`config.mk`:
```
export PLATFORM = sky130hd
export DESIGN_NAME = dmac_channel
export DESIGN_NICKNAME = d
export VERILOG_FILES = /design/src/rtl/dmac_pkg.sv /design/src/rtl/dmac_regs.sv /design/src/rtl/dmac_seq.sv /design/src/rtl/dmac_channel.sv
export SDC_FILE = /design/constraint.sdc
export NUM_CORES = 1
export LEC_CHECK = 0
export BUFFER_PORTS_ARGS = -buffer_cell sky130_fd_sc_hd__buf_2
export CAP_MARGIN = 20
export CELL_PAD_IN_SITES_DETAIL_PLACEMENT = 1
export CELL_PAD_IN_SITES_GLOBAL_PLACEMENT = 2
export CORE_MARGIN = 10
export CORE_UTILIZATION = 33
export CTS_CLUSTER_SIZE = 14
export DETAILED_ROUTE_END_ITERATION = 10
export PLACE_DENSITY = 0.78
export SYNTH_ARGS = -nofsm -noshare
export SYNTH_HDL_FRONTEND = slang
export SYNTH_SLANG_ARGS = --single-unit
```
`constraint.sdc`:
```
create_clock -name clk -period 2.5 [get_ports clk]
set_input_delay 0.375 -clock clk [delete_from_list [all_inputs] [get_ports clk]]
set_output_delay 0.375 -clock clk [all_outputs]
set_load 0.1 [all_outputs]
```
`src/rtl/dmac_pkg.sv`:
```
package dmac_pkg;

    localparam logic [3:0] OFS_ADDR = 4'd0;
    localparam logic [3:0] OFS_CNT  = 4'd1;
    localparam logic [3:0] OFS_MODE = 4'd2;
    localparam logic [3:0] OFS_CMD  = 4'd3;
    localparam logic [3:0] OFS_STAT = 4'd4;

    typedef enum logic [1:0] {
        XM_SINGLE = 2'd0,
        XM_BLOCK  = 2'd1,
        XM_DEMAND = 2'd2,
        XM_RSVD   = 2'd3
    } xfer_kind_e;

    typedef struct packed {
        logic       autoload;
        logic       to_mem;
        xfer_kind_e kind;
    } mode_cfg_t;

    typedef enum logic [1:0] {
        ST_IDLE = 2'd0,
        ST_ASK  = 2'd1,
        ST_MOVE = 2'd2
    } seq_state_e;

    // After a word completes: stay on the bus for another word?
    function automatic logic keep_bus(xfer_kind_e k, logic req_now, logic last);
        keep_bus = !last && ((k == XM_BLOCK) || (k == XM_DEMAND && req_now));
    endfunction

endpackage

```
`src/rtl/dmac_regs.sv`:
```
module dmac_regs
    import dmac_pkg::*;
#(
    parameter int REG_W = 16,
    parameter int RA_W  = 4
) (
    input  logic             clk,
    input  logic             rst,
    input  logic             cs,
    input  logic             wr,
    input  logic             rd,
    input  logic [RA_W-1:0]  addr,
    input  logic [REG_W-1:0] wdata,
    input  logic             word_done,
    output logic [REG_W-1:0] rdata,
    output logic [REG_W-1:0] cur_addr,
    output logic [REG_W-1:0] cur_cnt,
    output mode_cfg_t        cfg,
    output logic             enabled,
    output logic             last,
    output logic             cnt_zero,
    output logic             tc_flag
);
    localparam int CFG_W = $bits(mode_cfg_t);

    logic [REG_W-1:0] base_addr;
    logic [REG_W-1:0] base_cnt;
    logic             wr_any;
    logic             hit_addr, hit_cnt, hit_mode, hit_cmd, rd_stat;

    assign wr_any   = cs && wr;
    assign hit_addr = wr_any && (addr == RA_W'(OFS_ADDR));
    assign hit_cnt  = wr_any && (addr == RA_W'(OFS_CNT));
    assign hit_mode = wr_any && (addr == RA_W'(OFS_MODE));
    assign hit_cmd  = wr_any && (addr == RA_W'(OFS_CMD));
    assign rd_stat  = cs && rd && (addr == RA_W'(OFS_STAT));

    assign last     = (cur_cnt == REG_W'(1));
    assign cnt_zero = (cur_cnt == '0);

    always_ff @(posedge clk) begin
        if (rst) begin
            base_addr <= '0;
            base_cnt  <= '0;
            cur_addr  <= '0;
            cur_cnt   <= '0;
            cfg       <= '0;
            enabled   <= 1'b0;
            tc_flag   <= 1'b0;
        end else begin
            if (hit_addr) begin
                base_addr <= wdata;
                cur_addr  <= wdata;
            end else if (word_done) begin
                cur_addr <= (last && cfg.autoload) ? base_addr : cur_addr + REG_W'(1);
            end

            if (hit_cnt) begin
                base_cnt <= wdata;
                cur_cnt  <= wdata;
            end else if (word_done) begin
                cur_cnt <= (last && cfg.autoload) ? base_cnt : cur_cnt - REG_W'(1);
            end

            if (hit_mode) cfg     <= mode_cfg_t'(wdata[CFG_W-1:0]);
            if (hit_cmd)  enabled <= wdata[0];

            // set wins over a coincident status read
            if (word_done && last) tc_flag <= 1'b1;
            else if (rd_stat)      tc_flag <= 1'b0;
        end
    end

    always_comb begin
        rdata = '0;
        case (addr)
            RA_W'(OFS_ADDR): rdata = cur_addr;
            RA_W'(OFS_CNT):  rdata = cur_cnt;
            RA_W'(OFS_MODE): rdata = {{(REG_W-CFG_W){1'b0}}, cfg};
            RA_W'(OFS_CMD):  rdata = {{(REG_W-1){1'b0}}, enabled};
            RA_W'(OFS_STAT): rdata = {{(REG_W-1){1'b0}}, tc_flag};
            default:         rdata = '0;
        endcase
    end


    step_chk: assert property (@(posedge clk) disable iff (rst)
        word_done && !last && !wr_any |=>
            (cur_addr == $past(cur_addr) + REG_W'(1)) && (cur_cnt == $past(cur_cnt) - REG_W'(1)));


    tc_set_chk: assert property (@(posedge clk) disable iff (rst)
        word_done && last |=> tc_flag);


    reload_chk: assert property (@(posedge clk) disable iff (rst)
        word_done && last && cfg.autoload && !wr_any |=>
            (cur_addr == base_addr) && (cur_cnt == base_cnt));

endmodule

```
`src/rtl/dmac_seq.sv`:
```
module dmac_seq
    import dmac_pkg::*;
(
    input  logic       clk,
    input  logic       rst,
    input  logic       enabled,
    input  logic       cnt_zero,
    input  logic       last,
    input  xfer_kind_e kind,
    input  logic       dreq,
    input  logic       hold_ack,
    input  logic       ready,
    output seq_state_e state,
    output logic       word_done
);
    seq_state_e nxt;

    assign word_done = (state == ST_MOVE) && ready;

    always_comb begin
        nxt = state;
        case (state)
            ST_IDLE: if (enabled && !cnt_zero && dreq && !hold_ack) nxt = ST_ASK;
            ST_ASK:  if (hold_ack) nxt = ST_MOVE;
            ST_MOVE: if (ready) nxt = keep_bus(kind, dreq, last) ? ST_MOVE : ST_IDLE;
            default: nxt = ST_IDLE;
        endcase
    end

    always_ff @(posedge clk) begin
        if (rst) state <= ST_IDLE;
        else     state <= nxt;
    end


    demand_release_chk: assert property (@(posedge clk) disable iff (rst)
        word_done && kind == XM_DEMAND && !dreq |=> state == ST_IDLE);


    block_hold_chk: assert property (@(posedge clk) disable iff (rst)
        word_done && kind == XM_BLOCK && !last |=> state == ST_MOVE);

endmodule

```
`src/rtl/dmac_channel.sv`:
```
module dmac_channel
    import dmac_pkg::*;
#(
    parameter int REG_W = 16,
    parameter int RA_W  = 4
) (
    input  logic             clk,
    input  logic             rst,
    input  logic             cs,
    input  logic             reg_wr,
    input  logic             reg_rd,
    input  logic [RA_W-1:0]  reg_addr,
    input  logic [REG_W-1:0] reg_wdata,
    output logic [REG_W-1:0] reg_rdata,
    input  logic             dreq,
    output logic             dack,
    output logic             hold_req,
    input  logic             hold_ack,
    input  logic             ready,
    output logic [REG_W-1:0] mem_addr,
    output logic             mem_rd,
    output logic             mem_wr,
    output logic             irq
);
    logic [REG_W-1:0] cur_addr;
    logic [REG_W-1:0] cur_cnt;
    mode_cfg_t        cfg;
    logic             enabled, last, cnt_zero, tc_flag, word_done;
    seq_state_e       state;
    logic             moving;

    dmac_regs #(.REG_W(REG_W), .RA_W(RA_W)) u_regs (
        .clk      (clk),
        .rst      (rst),
        .cs       (cs),
        .wr       (reg_wr),
        .rd       (reg_rd),
        .addr     (reg_addr),
        .wdata    (reg_wdata),
        .word_done(word_done),
        .rdata    (reg_rdata),
        .cur_addr (cur_addr),
        .cur_cnt  (cur_cnt),
        .cfg      (cfg),
        .enabled  (enabled),
        .last     (last),
        .cnt_zero (cnt_zero),
        .tc_flag  (tc_flag)
    );

    dmac_seq u_seq (
        .clk      (clk),
        .rst      (rst),
        .enabled  (enabled),
        .cnt_zero (cnt_zero),
        .last     (last),
        .kind     (cfg.kind),
        .dreq     (dreq),
        .hold_ack (hold_ack),
        .ready    (ready),
        .state    (state),
        .word_done(word_done)
    );

    assign moving   = (state == ST_MOVE);
    assign hold_req = (state != ST_IDLE);
    assign dack     = moving;
    assign mem_rd   = moving && !cfg.to_mem;
    assign mem_wr   = moving &&  cfg.to_mem;
    assign mem_addr = moving ? cur_addr : '0;
    assign irq      = tc_flag;


    one_strobe_chk: assert property (@(posedge clk) disable iff (rst)
        $onehot0({mem_rd, mem_wr}));


    bus_owned_chk: assert property (@(posedge clk) disable iff (rst)
        (dack || mem_rd || mem_wr) |-> hold_ack);


    ask_cond_chk: assert property (@(posedge clk) disable iff (rst)
        $rose(hold_req) |-> $past(enabled && dreq && !hold_ack && !cnt_zero));


    stretch_chk: assert property (@(posedge clk) disable iff (rst)
        dack && !ready |=> dack && $stable(mem_addr) && $stable(mem_wr) && $stable(mem_rd));


    single_drop_chk: assert property (@(posedge clk) disable iff (rst)
        word_done && cfg.kind == XM_SINGLE |=> !hold_req);

endmodule

```
======== Word level (Yosys, flattened, before mapping) ========
Index checks and enable logic that the tools add are counted.
word-level totals
  flip-flop bits (word level) ............. 72
  bits of input ports ..................... 28
  output and inout bits ................... 37
  word-level logic and storage cells ...... 69
operators by class
  add/subtract/negate cells ............... 2
  equality and inequality tests ........... 12
  mux-type cells .......................... 15
  reduce and logical (&&, ||, !) cells .... 30
operators by type and width
  cell                                                 count
  2-to-1 mux 16 bit                                    7
  case mux 16 bit (5 select lines)                     1
  logical AND 1 bit                                    17
  adder 16 x 1 -> 16 bit (second input constant)       1
  == test 16 x 1 -> 1 bit (second input constant)      1
  zero test 16 bit                                     1
  subtractor 16 x 1 -> 16 bit (second input constant)  1
  == test 4 x 2 -> 1 bit (second input constant)       2
  2-to-1 mux 2 bit                                     4
  nonzero test 2 bit                                   4
  case mux 2 bit (3 select lines)                      1
  == test 2 x 1 -> 1 bit (second input constant)       2
  == test 2 bit (second input constant)                2
  == test 4 x 1 -> 1 bit (second input constant)       1
  == test 4 x 3 -> 1 bit (second input constant)       1
  zero test 1 bit                                      4
  zero test 4 bit                                      1
  != test 2 bit (second input constant)                2
  AND reduction 3 bit                                  1
  zero test 2 bit                                      1
  2-to-1 mux 1 bit                                     2
  != test 2 x 1 -> 1 bit (second input constant)       1
  logical OR 1 bit                                     1

======== Longest topological paths before layout ========
  depth in word-level cells ............... 7
  gate-level depth with buffers ........... 9
  mapped depth without buffers ............ 7

======== Cells and area by module ========
A second synthesis with hierarchy kept.
second synthesis, totals
  cell total of the unflattened synthesis .. 537
  area total of the unflattened synthesis .. 4209.0 um^2
modules (own cells, without submodules)
  module        times used  cells an instance  area an instance (um^2)  sequential area each (um^2)
  dmac_regs     1           497                3858.7                   1401.3
  dmac_channel  1           24                 206.4                    0.0
  dmac_seq      1           16                 143.9                    40.0

======== Worst setup path before layout ========
Ideal clock, no wire load.
  path type ............................... input-to-output
  start ................................... in reg_addr[1]
  end ..................................... out reg_rdata[1]
  arrival ................................. 3126 ps
  data required time ...................... 2125 ps
  setup slack ............................. -1001 ps
  cell stages on the path ................. 5
  path buffers ............................ 2
  cell sequence ........................... clkbuf_1 > nor2b_1 > clkbuf_1 > a21oi_1 > nor3_1
between the ends
  longest elaborated chain between the ends .. 2
  elaborated cells on any way between the ends .. 6
  those cells by class .................... 4 x eq/ne; 1 x mux; 1 x reduce/logical
ends and longest elaborated chain
  item                                                  line                text
  from (decl)                                           dmac_channel.sv:12  input logic [RA_W-1:0] reg_addr,
  == test 4 x 3 -> 1 bit, or another cell as far along  dmac_regs.sv:76     case (addr)
  case mux 16 bit (5 select lines) *                    dmac_regs.sv:76
  to (decl)                                             dmac_channel.sv:14  output logic [REG_W-1:0] reg_rdata,
Every way passes the cells marked *; elsewhere a longest branch is shown, timed or not.

======== Worst setup path in the final report ========
  start ................................... reg u_regs.cur_cnt[0]
  end ..................................... reg u_regs.cur_cnt[14]
between the ends
  longest elaborated chain between the ends .. 5
  elaborated cells on any way between the ends .. 6
  those cells by class .................... 1 x add/sub; 1 x eq/ne; 3 x mux; 1 x reduce/logical
ends and longest elaborated chain
  item                                                                 line             text
  from (decl)                                                          dmac_regs.sv:17  output logic [REG_W-1:0] cur_cnt,
  from (signal assigned)                                               dmac_regs.sv:60  cur_cnt <= wdata;
  from (signal assigned)                                               dmac_regs.sv:62  cur_cnt <= (last && cfg.autoload) ? base_cnt : cur_cnt - REG_W'(1);
  branches (longest 2 deep; another with subtractor 16 x 1 -> 16 bit)  n/a
  2-to-1 mux 16 bit *                                                  dmac_regs.sv:62
  2-to-1 mux 16 bit *                                                  dmac_regs.sv:61  end else if (word_done) begin
  2-to-1 mux 16 bit *                                                  dmac_regs.sv:58  if (hit_cnt) begin
Mark *: on every way between the ends. The select of a mux whose other input is x is not followed.
A chain may end at the register's enable or synchronous reset.

==> impl_metrics.csv <==
group,metric,value,unit
logic_synthesis,synth_seq_cells,72,
logic_synthesis,synth_top_cell_area_share,35.3,%
logic_synthesis,synth_commonest_cells,"nand2_1, dfxtp_1, a21oi_1",
logic_synthesis,syn-cell-area,0.00408,mm^2
worst_hold_path,worstHoldPathCells,2,
final_layout,drive_above_1_share,21.4,%
logic_synthesis,syn_avg_cell_area,7.67,um^2
logic_synthesis,synth_ff_type,"dfxtp_1",
sta,fin_ws,0.202,ns
cts,postCtsSetupBuffers,0,
placement,dpl-instance-area,0.00512,mm^2
route,antenna_left,0,
final_layout,fillers,1421,
die,core_area,0.0121,mm^2
placement,gp_congestion,0.833,
worst_setup_path,cp_slowest_cell,"nor3b_2",
worst_hold_path,worstHoldStart,"hold_ack",
worst_setup_path,cp_max_fo,9,
worst_setup_path,critical-path-max-stage-delay,0.56,ns
grt,grt.total_usage,17.4,%
placement,dp_hpwl,10.9,mm
cts,clock_path_buffers,2,
worst_setup_path,crit_arrival,2.57,ns
die,initial_utilization,33.8,%
worst_setup_path,worst-path-buf-inv,1,
cts,clk_latency,0.34,ns
status,status,"complete, no violations",
route,viasPerCell,5.61,
logic_synthesis,ys_warn_count,0,
worst_hold_path,min_path_type,"primary input to register",
worst_setup_path,end_kind,"register",
logic_synthesis,yosysMostFrequentCell,"nand2_1",
route,drtIter0Drc,353,
worst_hold_path,hold_end,"u_seq.state[0]",
logic_synthesis,synthTopCellsByArea,"dfxtp_1, nand2_1, a21oi_1, clkbuf_1, nor2_1",
die,ios,65,
sta,fin_crit,2.30,ns
cts,cts_hold_buf,0,
logic_synthesis,syn_nets,563,
worst_setup_path,path_cells,"inv_1, ha_1, nor3b_2, nand2_1, nor4_1, mux2_2, o22ai_1",
grt,overflow,0,
cts,cts.reportedPaths.clkPinSlew,0.06,ns
cts,numClockSinks,72,
pwr,p_leak,1.98,nW
cts,tritoncts,"yes",
final_layout,finalInstanceArea,0.00546,mm^2
die,die_area,0.0172,mm^2
worst_setup_path,crit_type,"register to register",
die,die_h,131,um
grt,grt_pass1_wl,24.7,mm
placement,pre_cts_ws,0.263,ns
sta,max_freq,0.435,GHz
sta,slew_headroom,40.0,%
route,drt-wirelength-per-cell,19.9,um
logic_synthesis,ys_seq_area_share,35.3,%
job,drv_cap,0,
sta,worstMarginPinSlew,0.900,ns
pwr,power.total,2.86,mW
cts,numCtsBuffers,9,
worst_setup_path,required,2.77,ns
logic_synthesis,yosys.area.top_type,"dfxtp_1",
grt,grt_pass1_vias,4351,
logic_synthesis,syn_inst,532,
grt,grt_max_degree,32,
worst_setup_path,rr_worst_depth,7,
route,drc,0,
worst_setup_path,r2r-start,"u_regs.cur_cnt[0]",
final_layout,multi_input_area,0.00246,mm^2
worst_setup_path,cp_top_family,"simple AND/OR/NAND/NOR gates",
final_layout,register_area,0.00144,mm^2
grt,antenna_found_initial,0,
logic_synthesis,synth_edf_count,0,
route,vias,4266,
final_layout,area_delta_synth_final,33.7,%
cts,root_buffer,"clkbuf_16",
logic_synthesis,synthArstFlopShare,0,%
sta,finalClockSkew,0.00635,ns
final_layout,antenna_cells,0,
sta,fin_tns_setup,0,ns
sta,holdWs,0.217,ns
sta,rsz0062_at_grt,"no",
route,first_pass_iters,5,
die,rows,40,
cts,htree_levels,3,
placement,io_buffers,64,
pwr,ir_drop,0.290,mV
sta,setup_violations,0,
worst_setup_path,startpoint_type,"register",
worst_setup_path,critPathLaunch,"u_regs.cur_cnt[0]",
sta,period_share,91.9,%
final_layout,layout.nets,619,
sta,slew_violations,0,
cts,cts_resized,0,
logic_synthesis,ys_types,56,
sta,finalHoldViolations,0,
pwr,power_density,523,mW/mm^2
die,die_w,131,um
worst_setup_path,r2r_end,"u_regs.cur_cnt[14]",
route,wirelength,15.1,mm
worst_setup_path,regToRegSetupSlack,0.20,ns
[flip-flops by register name, summed over array words and instances (netlist names)]
signal / count
u_regs.cur_addr: 16
u_regs.cur_cnt: 16
u_regs.cfg: 4
u_regs.enabled: 1
u_seq.state: 2
u_regs.tc_flag: 1
u_regs.base_addr: 16
u_regs.base_cnt: 16
[cell usage in the layout, fill, tap and decap left out, drive strengths merged, types with 9 or more instances in the layout]
| master | Yosys | final |
|---|---|---|
| buf | 12 | 91 |
| nand2 | 89 | 89 |
| dfxtp | 72 | 72 |
| a21oi | 60 | 60 |
| nor2 | 34 | 34 |
| nand3 | 20 | 20 |
| and2 | 18 | 18 |
| o21ai | 17 | 17 |
| nor3 | 15 | 15 |
| clkbuf | 34 | 14 |
| a22o | 12 | 12 |
| a21boi | 12 | 12 |
| o22ai | 12 | 12 |
| nor4 | 10 | 10 |
| nand4 | 9 | 9 |
| o221ai | 9 | 9 |
[cells by family (layout without fill, tap and decap cells)]
kind of cell / Yosys count / in the layout / share of synthesized area, %
muxes: 12 / 12 / 3.13
AOI/OAI and AO/OA: 158 / 158 / 25.3
buffers and inverters: 51 / 112 / 5.21
DFF: 72 / 72 / 35.3
adders and majority gates: 3 / 3 / 0.920
and+or+nand+nor: 228 / 228 / 28.4
xor gates and xnor gates: 8 / 8 / 1.72
[worst reg2reg max path: stages (launching register included)]
cell,delay [ns]
dfxtp_1,0.39
inv_1,0.09
ha_1,0.19
nor3b_2,0.56
nand2_1,0.15
nor4_1,0.30
mux2_2,0.40
o22ai_1,0.16
[routing by layer]
layer | vias up | routed length (um) | GRT usage [%]
li1 | 2042 | - | -
met3 | 20 | 656 | 2.55
met5 | - | 0 | 0
met2 | 94 | 7230 | 28.2
met4 | 0 | 271 | 5.75
met1 | 2110 | 6980 | 23.1
[worst max path at each step]
stage | end | slack (ns) | cells past startpoint
2_1_floorplan | reg_rdata[1] | -0.15 | 5
3_3_place_gp | u_regs.cur_cnt[14] | 0.27 | 7
3_5_place_dp | u_regs.cur_cnt[14] | 0.26 | 7
4_1_cts | u_regs.cur_cnt[14] | 0.21 | 7
5_1_grt | u_regs.cur_cnt[14] | 0.02 | 7
6_report | u_regs.cur_cnt[14] | 0.20 | 7
[power breakdown]
group / internal (mW) / switching, mW
clock: 0.957 / 0.509
combinational: 0.0784 / 0.127
sequential: 1.16 / 0.0220
total: 2.20 / 0.658
[stage by stage]
step,util [%],cells
6_report,45.2,761
5_1_grt,45.2,761
4_1_cts,45.2,761
3_5_place_dp,42.5,745
3_3_place_gp,42.5,745
2_1_floorplan,-,532
[final cells by class]
class,count,area share (%)
Clock buffer,14,5.02
Clock inverter,2,1.10
Inverter,5,0.344
Multi-Input combinational cell,409,45.2
Sequential cell,72,26.4
Tap cell,168,3.85
Timing Repair Buffer,91,18.1
(Power assumes the default switching activity.)
